--- src/rtl/mstmr_pkg.sv ---
package mstmr_pkg;
  localparam int ADDR_W = 2;

  localparam logic [ADDR_W-1:0] A_CTRL  = 2'd0;
  localparam logic [ADDR_W-1:0] A_DUR   = 2'd1;
  localparam logic [ADDR_W-1:0] A_CAUSE = 2'd2;

  localparam int B_START = 0;
  localparam int B_LOOP  = 1;
  localparam int B_IEN   = 2;

  typedef struct packed {
    logic irq_en;
    logic loop_en;
  } ctrl_t;
endpackage

--- src/rtl/mstmr_prescaler.sv ---
module mstmr_prescaler #(
  parameter int CYC_PER_MS = 100000
) (
  input  logic clk_i,
  input  logic rst_i,
  input  logic run_i,
  input  logic restart_i,
  output logic tick_o
);
  generate
    if (CYC_PER_MS <= 1) begin : g_direct
      assign tick_o = run_i && !restart_i;
    end else begin : g_div
      localparam int PW = $clog2(CYC_PER_MS);
      localparam logic [PW-1:0] LAST = PW'(CYC_PER_MS - 1);
      logic [PW-1:0] phase_q;

      assign tick_o = run_i && !restart_i && (phase_q == LAST);

      always_ff @(posedge clk_i) begin
        if (rst_i || restart_i || !run_i) begin
          phase_q <= '0;
        end else if (phase_q == LAST) begin
          phase_q <= '0;
        end else begin
          phase_q <= phase_q + PW'(1);
        end
      end
    end
  endgenerate
endmodule

--- src/rtl/mstmr_countdown.sv ---
module mstmr_countdown #(
  parameter int DUR_W = 16
) (
  input  logic             clk_i,
  input  logic             rst_i,
  input  logic             start_i,
  input  logic [DUR_W-1:0] dur_i,
  input  logic             loop_i,
  input  logic             tick_i,
  output logic             running_o,
  output logic             expire_o,
  output logic [DUR_W-1:0] count_o
);
  logic [DUR_W-1:0] cnt_q;
  logic             run_q;
  logic             at_end;

  assign at_end    = (cnt_q <= DUR_W'(1));
  assign expire_o  = run_q && tick_i && !start_i && at_end;
  assign running_o = run_q;
  assign count_o   = cnt_q;

  always_ff @(posedge clk_i) begin
    if (rst_i) begin
      cnt_q <= '0;
      run_q <= 1'b0;
    end else if (start_i) begin
      cnt_q <= dur_i;
      run_q <= 1'b1;
    end else if (run_q && tick_i) begin
      if (at_end) begin
        if (loop_i) begin
          cnt_q <= dur_i;
        end else begin
          cnt_q <= '0;
          run_q <= 1'b0;
        end
      end else begin
        cnt_q <= cnt_q - DUR_W'(1);
      end
    end
  end
endmodule

--- src/rtl/mstmr_regs.sv ---
module mstmr_regs
  import mstmr_pkg::*;
#(
  parameter int DATA_W = 32,
  parameter int DUR_W  = 16
) (
  input  logic              clk_i,
  input  logic              rst_i,
  input  logic              wr_en_i,
  input  logic [ADDR_W-1:0] wr_addr_i,
  input  logic [DATA_W-1:0] wr_data_i,
  input  logic [ADDR_W-1:0] rd_addr_i,
  input  logic              expire_i,
  output logic              start_o,
  output logic [DUR_W-1:0]  dur_o,
  output ctrl_t             ctrl_o,
  output logic              cause_o,
  output logic              irq_o,
  output logic [DATA_W-1:0] rd_data_o
);
  ctrl_t            ctrl_q, ctrl_d;
  logic [DUR_W-1:0] dur_q;
  logic             cause_q, cause_d;
  logic             irq_q;
  logic [DATA_W-1:0] rd_q;
  logic             wr_ctrl, wr_dur, clr_cause;

  assign wr_ctrl   = wr_en_i && (wr_addr_i == A_CTRL);
  assign wr_dur    = wr_en_i && (wr_addr_i == A_DUR);
  assign clr_cause = wr_en_i && (wr_addr_i == A_CAUSE) && wr_data_i[0];
  assign start_o   = wr_ctrl && wr_data_i[B_START];

  always_comb begin
    ctrl_d = ctrl_q;
    if (wr_ctrl) begin
      ctrl_d.loop_en = wr_data_i[B_LOOP];
      ctrl_d.irq_en  = wr_data_i[B_IEN];
    end
    cause_d = (cause_q && !clr_cause) || (expire_i && ctrl_q.irq_en);
  end

  always_ff @(posedge clk_i) begin
    if (rst_i) begin
      ctrl_q  <= '0;
      dur_q   <= '0;
      cause_q <= 1'b0;
      irq_q   <= 1'b0;
    end else begin
      ctrl_q  <= ctrl_d;
      cause_q <= cause_d;
      irq_q   <= cause_d && ctrl_d.irq_en;
      if (wr_dur) dur_q <= wr_data_i[DUR_W-1:0];
    end
  end

  always_ff @(posedge clk_i) begin
    if (rst_i) begin
      rd_q <= '0;
    end else begin
      rd_q <= '0;
      case (rd_addr_i)
        A_CTRL: begin
          rd_q[B_LOOP] <= ctrl_q.loop_en;
          rd_q[B_IEN]  <= ctrl_q.irq_en;
        end
        A_DUR:   rd_q[DUR_W-1:0] <= dur_q;
        A_CAUSE: rd_q[0] <= cause_q;
        default: rd_q <= '0;
      endcase
    end
  end

  assign dur_o     = dur_q;
  assign ctrl_o    = ctrl_q;
  assign cause_o   = cause_q;
  assign irq_o     = irq_q;
  assign rd_data_o = rd_q;
endmodule

--- src/rtl/ms_period_timer.sv ---
module ms_period_timer
  import mstmr_pkg::*;
#(
  parameter int CYC_PER_MS = 100000,
  parameter int DUR_W      = 16,
  parameter int DATA_W     = 32
) (
  input  logic              clk_i,
  input  logic              rst_i,
  input  logic              wr_en_i,
  input  logic [1:0]        wr_addr_i,
  input  logic [DATA_W-1:0] wr_data_i,
  input  logic [1:0]        rd_addr_i,
  output logic [DATA_W-1:0] rd_data_o,
  output logic              irq_o
);
  logic             start;
  logic [DUR_W-1:0] dur;
  ctrl_t            ctrl;
  logic             cause;
  logic             running;
  logic             tick;
  logic             expire;
  logic [DUR_W-1:0] count;

  mstmr_regs #(.DATA_W(DATA_W), .DUR_W(DUR_W)) regs_i (
    .clk_i(clk_i), .rst_i(rst_i),
    .wr_en_i(wr_en_i), .wr_addr_i(wr_addr_i), .wr_data_i(wr_data_i),
    .rd_addr_i(rd_addr_i), .expire_i(expire),
    .start_o(start), .dur_o(dur), .ctrl_o(ctrl), .cause_o(cause),
    .irq_o(irq_o), .rd_data_o(rd_data_o)
  );

  mstmr_prescaler #(.CYC_PER_MS(CYC_PER_MS)) pre_i (
    .clk_i(clk_i), .rst_i(rst_i), .run_i(running),
    .restart_i(start), .tick_o(tick)
  );

  mstmr_countdown #(.DUR_W(DUR_W)) cnt_i (
    .clk_i(clk_i), .rst_i(rst_i), .start_i(start), .dur_i(dur),
    .loop_i(ctrl.loop_en), .tick_i(tick), .running_o(running),
    .expire_o(expire), .count_o(count)
  );
endmodule

--- config.mk ---
export PLATFORM = sky130hd
export DESIGN_NAME = ms_period_timer
export DESIGN_NICKNAME = d
export VERILOG_FILES = /design/src/rtl/mstmr_pkg.sv /design/src/rtl/mstmr_prescaler.sv /design/src/rtl/mstmr_countdown.sv /design/src/rtl/mstmr_regs.sv /design/src/rtl/ms_period_timer.sv
export SDC_FILE = /design/constraint.sdc
export NUM_CORES = 1
export LEC_CHECK = 0
export CORE_MARGIN = 4
export CORE_UTILIZATION = 46
export DETAILED_ROUTE_END_ITERATION = 7
export GPL_TIMING_DRIVEN = 0
export PLACE_DENSITY = 0.8
export SYNTH_ARGS = -nofsm -noshare
export SYNTH_HDL_FRONTEND = slang
export SYNTH_HIERARCHICAL = 1
export SYNTH_SLANG_ARGS = --single-unit
--- constraint.sdc ---
create_clock -name clk_i -period 2.25 [get_ports clk_i]
set_clock_uncertainty 0.15 [all_clocks]
set_input_delay 0.3375 -clock clk_i [delete_from_list [all_inputs] [get_ports clk_i]]
set_output_delay 0.3375 -clock clk_i [all_outputs]
set_load 0.05 [all_outputs]
# Word-level counts from Yosys, hierarchy flattened
# Cells that the tools add are included.
# W data, S select, Z words.
[classes] addsub=2 n_lt_le_gt_ge=1 n_eq_ne=6 n_mux=11 bitwise=1 n_reduce_logical=26
[ops] cell="$mux W16" n=4
[ops] cell="$add A17 B1 Y17 const B" n=1
[ops] cell="$eq A17 B17 Y1 const B" n=1
[ops] cell="$le A16 B1 Y1 const B" n=1
[ops] cell="$sub A16 B1 Y16 const B" n=1
[ops] cell="$logic_and A1 B1 Y1" n=13
[ops] cell="$eq A2 B1 Y1 const B" n=2
[ops] cell="$eq A2 B2 Y1 const B" n=2
[ops] cell="$logic_not A2 Y1" n=2
[ops] cell="$mux W1" n=4
[ops] cell="$pmux W2 S2" n=1
[ops] cell="$reduce_bool A2 Y1" n=2
[ops] cell="$reduce_or A2 Y1" n=2
[ops] cell="$logic_not A1 Y1" n=3
[ops] cell="$logic_or A1 B1 Y1" n=3
[ops] cell="$reduce_and A3 Y1" n=1
[ops] cell="$mux W2" n=1
[ops] cell="$ne A2 B1 Y1 const B" n=1
[ops] cell="$pmux W1 S2" n=1
[ops] cell="$not A1 Y1" n=1
[totals] register_bits=86 inputBits=39 elab_cells=58

# Depth between registers and ports, before layout
# Gate-level depths: netlist of run 1.
[logic_depth] depth_word=12 depth_mapped=10 mapped_depth_nobuf=9

# Hierarchy
# The synthesis of run 1 kept the hierarchy.
[modules_own_cells] mod="mstmr_regs" instances=1 cells_per_inst=144 area_each_um2=1415.1 seq_area_each_um2=720.7
[modules_own_cells] mod="mstmr_countdown" instances=1 cells_per_inst=146 area_each_um2=1187.4 seq_area_each_um2=340.3
[modules_own_cells] mod="mstmr_prescaler" instances=1 cells_per_inst=89 area_each_um2=825.8 seq_area_each_um2=340.3

# Least setup slack after synthesis of run 1
# OpenSTA, ideal clock, no wires.
[synth_path] path_type="reg2reg" from="register pre_i.g_div.phase_q[0]" to="register cnt_i.cnt_q[0] (netlist: cnt_i/count_o[0])" arrival_time_ps=2124 t_required_ps=1983 path_slack_ps=-141 stages_incl_launch_ff=11 path_buffers=2 synth_period_minus_slack_ps=2391 cell_sequence="dfxtp_1 > ha_1 > and4_1 > nand4_1 > nor2_1 > and2_2 > clkbuf_1 > a41o_2 > and2b_1 > buf_6 > a22o_2"
[synth_via] elab_chain_len=4
[synth_rtl] item="from (decl)" line_no="mstmr_prescaler.sv:16" source="logic [PW-1:0] phase_q;"
[synth_rtl] item="from (signal assigned)" line_no="mstmr_prescaler.sv:26" source="phase_q <= phase_q + PW'(1);"
[synth_rtl] item="$eq A17 B17 Y1" line_no="mstmr_prescaler.sv:18" source="assign tick_o = run_i && !restart_i && (phase_q == LAST);"
[synth_rtl] item="$logic_and A1 B1 Y1" line_no="mstmr_prescaler.sv:18"
[synth_rtl] item="via tick" line_no="ms_period_timer.sv:22" source="logic tick;"
[synth_rtl] item="$logic_and A1 B1 Y1" line_no="mstmr_countdown.sv:30" source="end else if (run_q && tick_i) begin"
[synth_rtl] item="$reduce_bool A2 Y1 (no source line)"
[synth_rtl] item="to (signal assigned)" line_no="mstmr_countdown.sv:28" source="cnt_q <= dur_i;"
[synth_rtl] item="to (signal assigned)" line_no="mstmr_countdown.sv:33" source="cnt_q <= dur_i;"
[synth_rtl] item="to (signal assigned)" line_no="mstmr_countdown.sv:39" source="cnt_q <= cnt_q - DUR_W'(1);"
[synth_rtl] item="to (decl)" line_no="mstmr_countdown.sv:14" source="logic [DUR_W-1:0] cnt_q;"
# The timed path passes the listed nets, and every way through them passes these cells.
# A chain may end at the register's enable or synchronous reset.

# Final worst setup path of run 1
[layout_path] from="register pre_i.g_div.phase_q[0]" to="register cnt_i.cnt_q[11] (netlist: cnt_i/count_o[11])"
# Same word-level chain as after synthesis.

==> results.txt, run 1 <==
H-tree level count -> 3
CTS tree -> yes
num rows -> 31
FILL cells -> 596
non-filler cells, final -> 569
I/O Buffers -> 39
Reg2Reg Setup Slack -> -40 ps
first-pass GRT wire length -> 13,200 µm
CTS max path bufs -> 2
Yosys cell types -> 67
initial antenna violation count -> 0
Slew Limit Fails -> 0
#FFs+latches synth -> 70
Die Ht -> 94.3 µm
Inserted Diodes -> 0
DR vias/cell -> 5.28
All-Layer GR Usage -> 18.9%
startpoint types -> flip-flop
clk_lat worst skew -> 350 ps
Post-Syn Area -> 3430 µm²
simple-gate portion of the synthesized area -> 29.3%
RSZ-0062 raised after global routing -> yes
count of flip-flops with a built-in enable after synthesis -> 0
clk sinks -> 70
Final ANT Viol Nets -> 0
yosys warns -> 6
reg-to-reg critical path startpoint -> pre_i/g_div.phase_q[0]$_SDFF_PP0_
post-synthesis compound-gate area fraction -> 13.7%
die area -> 8900 µm²
Post-Synthesis Cells -> 379
final hold viol count -> 0
largest net degree at the start of global routing -> 13
Min Clock Period, post-route -> 2290 ps
DRT Pass-1 Iters -> 5
headroom to the max-slew limit -> 61.2%
max-cap check violation count -> 0
Num CTS Buffers -> 9
DRT iter0 DRCs -> 235
Worst Max-Slew Pin Slew -> 582 ps
multiplexer share of the synthesized area -> 0.912%
GPL Wtd Cong -> 0.942
Synth Area in Adders -> 2.19%
count of nets after finishing -> 510
Worst Hold End -> regs_i/dur_o[0]$_SDFFE_PP0P_
status -> finished, violations left
register area share after synthesis -> 40.9%
CORE AREA -> 7250 µm²
crit-path max FO -> 8
final core occ -> 63.9%
Reg2Reg Depth -> 9
Final period util -> 102%
Overflow after GRT -> 0
drt drc -> 0
cell area power density -> 579 nW/µm²
setup slack after layout -> -36.3 ps
Post-Synth XOR/XNOR Area -> 4.85%
main combinational cell family by area after synthesis -> simple AND/OR/NAND/NOR gates
num ports -> 72
HP Class -> in2reg
Crit. End Element -> flip-flop
clk slew on worst S/H paths -> 80 ps
Hold Path Stages -> 3
Post-synth ARST share -> 0%
share of cells above drive strength 1 -> 31.7%
via count -> 3,006
Crit Path Class -> reg2reg
Die Wd -> 94.3 µm
failing checks -> negative setup slack
ys flop type -> dfxtp_1
HP Start -> wr_data_i[0]
CP required -> 2400 ps
most common cell after layout, fill and taps aside -> dfxtp_1
Final HPWL DP -> 5570 µm
Placed Instances -> 532
Syn Area/Cell -> 9.05 µm²
final setup violating endpoints -> 5
clk root buf -> clkbuf_8
Hold WS -> 270 ps
Static Leak -> 1.76 nW
total design power -> 2.68 mW
f_max -> 437 MHz
total length of routed wires -> 8590 µm
Worst VDD drop -> 0.000551 V
post-DR wirelength/cell -> 15.1 µm
Initial Util -> 47.3%
Syn-to-layout area delta -> 35.2%
crit path DAT -> 2430 ps
reg-to-reg critical path endpoint -> cnt_i/count_o[11]$_SDFFE_PP0P_
vias in the first global route -> 2,843
most frequent cells in the layout -> dfxtp_1, nand2_1, buf_4, clkdlybuf4s50_1, nor2_1
==> stage by stage <==
stage	TNS, ps	area, µm²	worst slack (ps)
final	-66.5	4640	-36.3
after global routing	-892	4640	-130
after CTS	0	4410	2.89
after detailed placement	-10080	4040	-677
after global placement	-9490	4040	-653
after floorplan	0	3530	36.6
==> cell families (layout without fill, tap and decap cells) <==
family                   count (synthesis)  count (layout)
buffers and inverters                   43             118
flip-flops                              70              70
AND/OR/NAND/NOR                        172             173
multiplexers                             3               3
AO/OA/AOI/OAI                           65              65
adder cells (fa/ha/maj)                  6               6
XOR/XNOR                                19              19
other                                    1              16
==> sequential cells by signal (all words and copies together) (netlist names) <==
register,cells
regs_i/rd_data_o,16
cnt_i/count_o,16
regs_i/ctrl_o,2
regs_i/dur_o,16
regs_i/cause_o,1
cnt_i/running_o,1
pre_i/g_div.phase_q,17
regs_i/irq_o,1
==> layout make-up <==
class | instances | area [µm²] | area share [%]
multi-input combinational | 282 | 2030 | 43.7
inverter | 10 | 37.5 | 0.810
tap | 99 | 124 | 2.67
clock inverter | 5 | 81.3 | 1.75
clock buffer | 11 | 141 | 3.05
sequential | 70 | 1430 | 30.9
buffer | 30 | 229 | 4.94
timing repair buffer | 62 | 566 | 12.2
==> Yosys cell counts, types with 2 or more instances <==
cell type | instances | area, µm²
dfxtp_1 | 70 | 1400
nand2_1 | 49 | 184
nor2_1 | 29 | 109
buf_4 | 18 | 135
a21oi_1 | 15 | 75.1
and2_1 | 14 | 87.6
xnor2_1 | 12 | 105
nor3_1 | 11 | 55.1
a21oi_2 | 10 | 87.6
inv_1 | 10 | 37.5
nand4_1 | 10 | 62.6
o21ai_0 | 8 | 40.0
xor2_1 | 7 | 61.3
a22o_2 | 6 | 60.1
a22oi_1 | 6 | 45.0
ha_1 | 6 | 75.1
nand3_1 | 6 | 30.0
nor4_2 | 6 | 75.1
clkbuf_1 | 5 | 18.8
nor4_1 | 5 | 31.3
o31ai_1 | 5 | 37.5
a31oi_1 | 4 | 25.0
nand2_2 | 4 | 25.0
or3_1 | 4 | 25.0
buf_2 | 3 | 15.0
buf_6 | 3 | 33.8
nand2b_1 | 3 | 18.8
a221oi_1 | 2 | 17.5
a222oi_1 | 2 | 20.0
a32oi_1 | 2 | 17.5
and3_1 | 2 | 12.5
and4_1 | 2 | 17.5
mux2i_1 | 2 | 20.0
nor2b_1 | 2 | 12.5
nor3b_1 | 2 | 15.0
or2_2 | 2 | 12.5
or4_1 | 2 | 15.0
==> where the power goes <==
part | total [mW] | switching [mW] | internal, mW
Sequential | 1.27 | 0.0183 | 1.25
Clock | 1.14 | 0.482 | 0.657
Combinational | 0.279 | 0.169 | 0.110
Total | 2.68 | 0.670 | 2.02
==> routing by layer <==
metal | global-route usage (%) | share of wire [%] | vias up
li1 | - | - | 1483
met2 | 30.7 | 49 | 112
met1 | 23.1 | 42 | 1389
met5 | 0 | 0 | -
met4 | 9.63 | 2.4 | 0
met3 | 4.70 | 6.5 | 22
==> worst max-delay path by stage <==
| stage | startpoint | end | slack, ps | cells past startpoint |
|---|---|---|---|---|
| final | pre_i/g_div.phase_q[0]$_SDFF_PP0_ | cnt_i/count_o[11]$_SDFFE_PP0P_ | -40 | 9 |
| after global routing | pre_i/g_div.phase_q[9]$_SDFF_PP0_ | cnt_i/count_o[11]$_SDFFE_PP0P_ | -130 | 9 |
| after CTS | pre_i/g_div.phase_q[0]$_SDFF_PP0_ | cnt_i/count_o[1]$_SDFFE_PP0P_ | 3 | 9 |
| after detailed placement | wr_addr_i[0] | regs_i/irq_o$_SDFF_PP0_ | -680 | 9 |
| after global placement | wr_addr_i[0] | cnt_i/count_o[7]$_SDFFE_PP0P_ | -650 | 10 |
| after floorplan | pre_i/g_div.phase_q[0]$_SDFF_PP0_ | cnt_i/count_o[0]$_SDFFE_PP0P_ | 40 | 10 |
==> critical path: stages, from the launching register on <==
cell	delay [ps]
dfxtp_4	370
ha_4	130
and4_4	210
nand4_1	180
nor2_4	240
and2_4	230
nand4_1	140
or2_4	300
o21ai_2	160
a22o_2	140
==> repair_timing <==
item                       CTS  global route
setup endpoints to repair   17            27
resized for setup           23            43
setup buffers               12            11
pin swaps                    9            21
hold buffers                 0             0
cloned                       1             0
No activity file was read; power rests on OpenSTA's default activity.
==> run 2, diff against run 1 <==
- CORE_UTILIZATION: 46 -> 55
- PLACE_DENSITY: 0.8 -> 0.89
- clock period: 2.25 -> 2.9 ns (I/O delays scaled with it)
==> results.txt, run 2 (synthesis results as in run 1) <==
All-Layer GR Usage -> 21.9% (+3.1 points)
HP Class -> reg2reg
post-DR wirelength/cell -> 15.3 µm (+1.5%)
Reg with most FFs -> pre_i/g_div.phase_q
Worst Setup SP -> pre_i/g_div.phase_q[0]$_SDFF_PP0_
Worst Hold End -> regs_i/dur_o[9]$_SDFFE_PP0P_
startpoint types -> flip-flop
CTS tree -> yes
setup slack after layout -> 232 ps (+268 ps)
clk root buf -> clkbuf_8
Overflow after GRT -> 0 (unchanged)
setup total negative slack -> 0 ps (+66.5 ps)
crit path DAT -> 2720 ps (+290 ps)
clk_lat worst skew -> 340 ps (about the same)
drt drc -> 0 (unchanged)
CTS max path bufs -> 2 (unchanged)
slowest CP cell -> or4_1
most common cell after layout, fill and taps aside -> dfxtp_1
H-tree level count -> 3 (unchanged)
grt met2 use -> 36.2% (+5.5 points)
Slew Limit Fails -> 0 (unchanged)
Crit. End Element -> flip-flop
final hold viol count -> 0 (unchanged)
Crit Path Class -> reg2reg
RSZ-0062 raised after global routing -> no
Reg2Reg Depth -> 8 (-1)
I/O Buffers -> 39 (unchanged)
final core occ -> 70.0% (+6.1 points)
max reg flops -> 17 (unchanged)
first-pass GRT wire length -> 13,100 µm (-0.37%)
Final period util -> 92.0% (-9.6 points)
via count -> 2,968 (-1.3%)
clk sinks -> 70 (unchanged)
register area -> 1400 µm² (-2.0%)
max-cap check violation count -> 0 (unchanged)
num ports -> 72 (unchanged)
total length of routed wires -> 8020 µm (-6.7%)
status -> complete, no violations
final setup violating endpoints -> 0 (-5)
Syn-to-layout area delta -> 22.3%
Worst VDD drop -> 0.000409 V (-26%)
Final HPWL DP -> 5530 µm (-0.83%)
Inserted Diodes -> 0 (unchanged)
most frequent cells in the layout -> dfxtp_1, nand2_1, clkdlybuf4s50_1, nor2_1, buf_4
Num CTS Buffers -> 9 (unchanged)
hold_buf cts -> 0 (unchanged)
die area -> 7560 µm² (-15%)
DRT Pass-1 Iters -> 5 (unchanged)
GPL Wtd Cong -> 0.911 (-3.3%)
Hold Path Stages -> 2 (-1)
Reg2Reg Setup Slack -> 230 ps (+270 ps)
CORE AREA -> 5990 µm² (-17%)
Initial Util -> 57.2% (+10 points)
DR vias/cell -> 5.67 (+7.4%)
cell area power density -> 485 nW/µm² (-16%)
GR Util met3 -> 5.20% (+0.50 points)
count of nets after finishing -> 489 (-4.1%)
Min Clock Period, post-route -> 2670 ps (+382 ps)
HP Start -> regs_i/dur_o[9]$_SDFFE_PP0P_
Final ANT Viol Nets -> 0 (unchanged)
Die Ht -> 87.0 µm (-7.8%)
biggest cell delay along the critical path -> 500 ps (+130 ps)
Worst Max-Slew Pin Slew -> 693 ps (+111 ps)
CP required -> 2950 ps (+550 ps)
area occupied by multi-input gates -> 1820 µm² (-10%)
crit-path cells -> ha_1 > and4_1 > nand4_1 > nor2_2 > nand2_2 > or4_1 > a32oi_1 > a21oi_1
headroom to the max-slew limit -> 53.4% (-7.8 points)
clk slew on worst S/H paths -> 80 ps (about the same)
initial antenna violation count -> 0 (unchanged)
reg-to-reg critical path endpoint -> cnt_i/count_o[10]$_SDFFE_PP0P_
share of cells above drive strength 1 -> 20.8% (-11 points)
met1 global-route usage -> 26.8% (+3.7 points)
num rows -> 28 (-9.7%)
largest net degree at the start of global routing -> 13 (unchanged)
most used routing layer -> met2
FILL cells -> 428 (-28%)
Static Leak -> 1.56 nW (-12%)
DP Worst Slack -> -247 ps (+430 ps)
total design power -> 2.03 mW (-24%)
f_max -> 375 MHz (-14%)
DRT iter0 DRCs -> 309 (+31%)
vias in the first global route -> 2,885 (+1.5%)
reg-to-reg critical path startpoint -> pre_i/g_div.phase_q[0]$_SDFF_PP0_
crit-path max FO -> 10 (+2)
Die Wd -> 87.0 µm (-7.8%)
==> run 2: layout make-up <==
cell class,count,share of cell area [%]
inverters,10,0.895
multi-input cells,281,43.3
clock inverters,6,2.09
repair buffers,40,9.49
flip-flops and latches,70,33.4
well taps,75,2.24
plain buffers,32,5.61
clock buffers,9,2.95
==> run 2: per-layer routing <==
metal / vias to the layer above / part of all wire (%)
li1: 1431 / -
met4: 0 / 2.1
met2: 152 / 49
met3: 24 / 8.1
met5: - / 0
met1: 1361 / 41
==> run 2: how the worst max path moves through the flow <==
stage	slack, ps	endpoint
2_1_floorplan	510	cnt_i/count_o[0]$_SDFFE_PP0P_
3_3_place_gp	-240	cnt_i/count_o[11]$_SDFFE_PP0P_
3_5_place_dp	-250	cnt_i/count_o[11]$_SDFFE_PP0P_
4_1_cts	100	regs_i/irq_o$_SDFF_PP0_
5_1_grt	40	cnt_i/count_o[10]$_SDFFE_PP0P_
6_report	230	cnt_i/count_o[10]$_SDFFE_PP0P_
==> run 2: stage by stage <==
stage | instances | hold slack [ps] | cell area, µm²
after global routing | 523 | 360 | 4190
after detailed placement | 508 | 322 | 3970
final | 523 | 346 | 4190
after CTS | 522 | 343 | 4180
after global placement | 508 | 309 | 3970
after floorplan | 394 | 291 | 3480
==> run 2: power by group <==
| part | switching (mW) | internal, mW | leakage (nW) |
|---|---|---|---|
| Combinational | 0.124 | 0.0804 | 0.881 |
| Sequential | 0.0141 | 0.973 | 0.565 |
| Clock | 0.363 | 0.479 | 0.109 |
==> run 2: worst max-delay path: cells and delay by family, from the launching register on <==
family | cells | cell delay, ps
compound gates | 2 | 300
fa+ha+maj | 1 | 280
flops | 1 | 410
simple gates | 5 | 1380
==> run 2: what timing repair did <==
action	CTS	global route
setup endpoints to repair	1	9
gates cloned	0	0
pin swaps	0	1
setup buffers	0	1
resized for setup	0	4
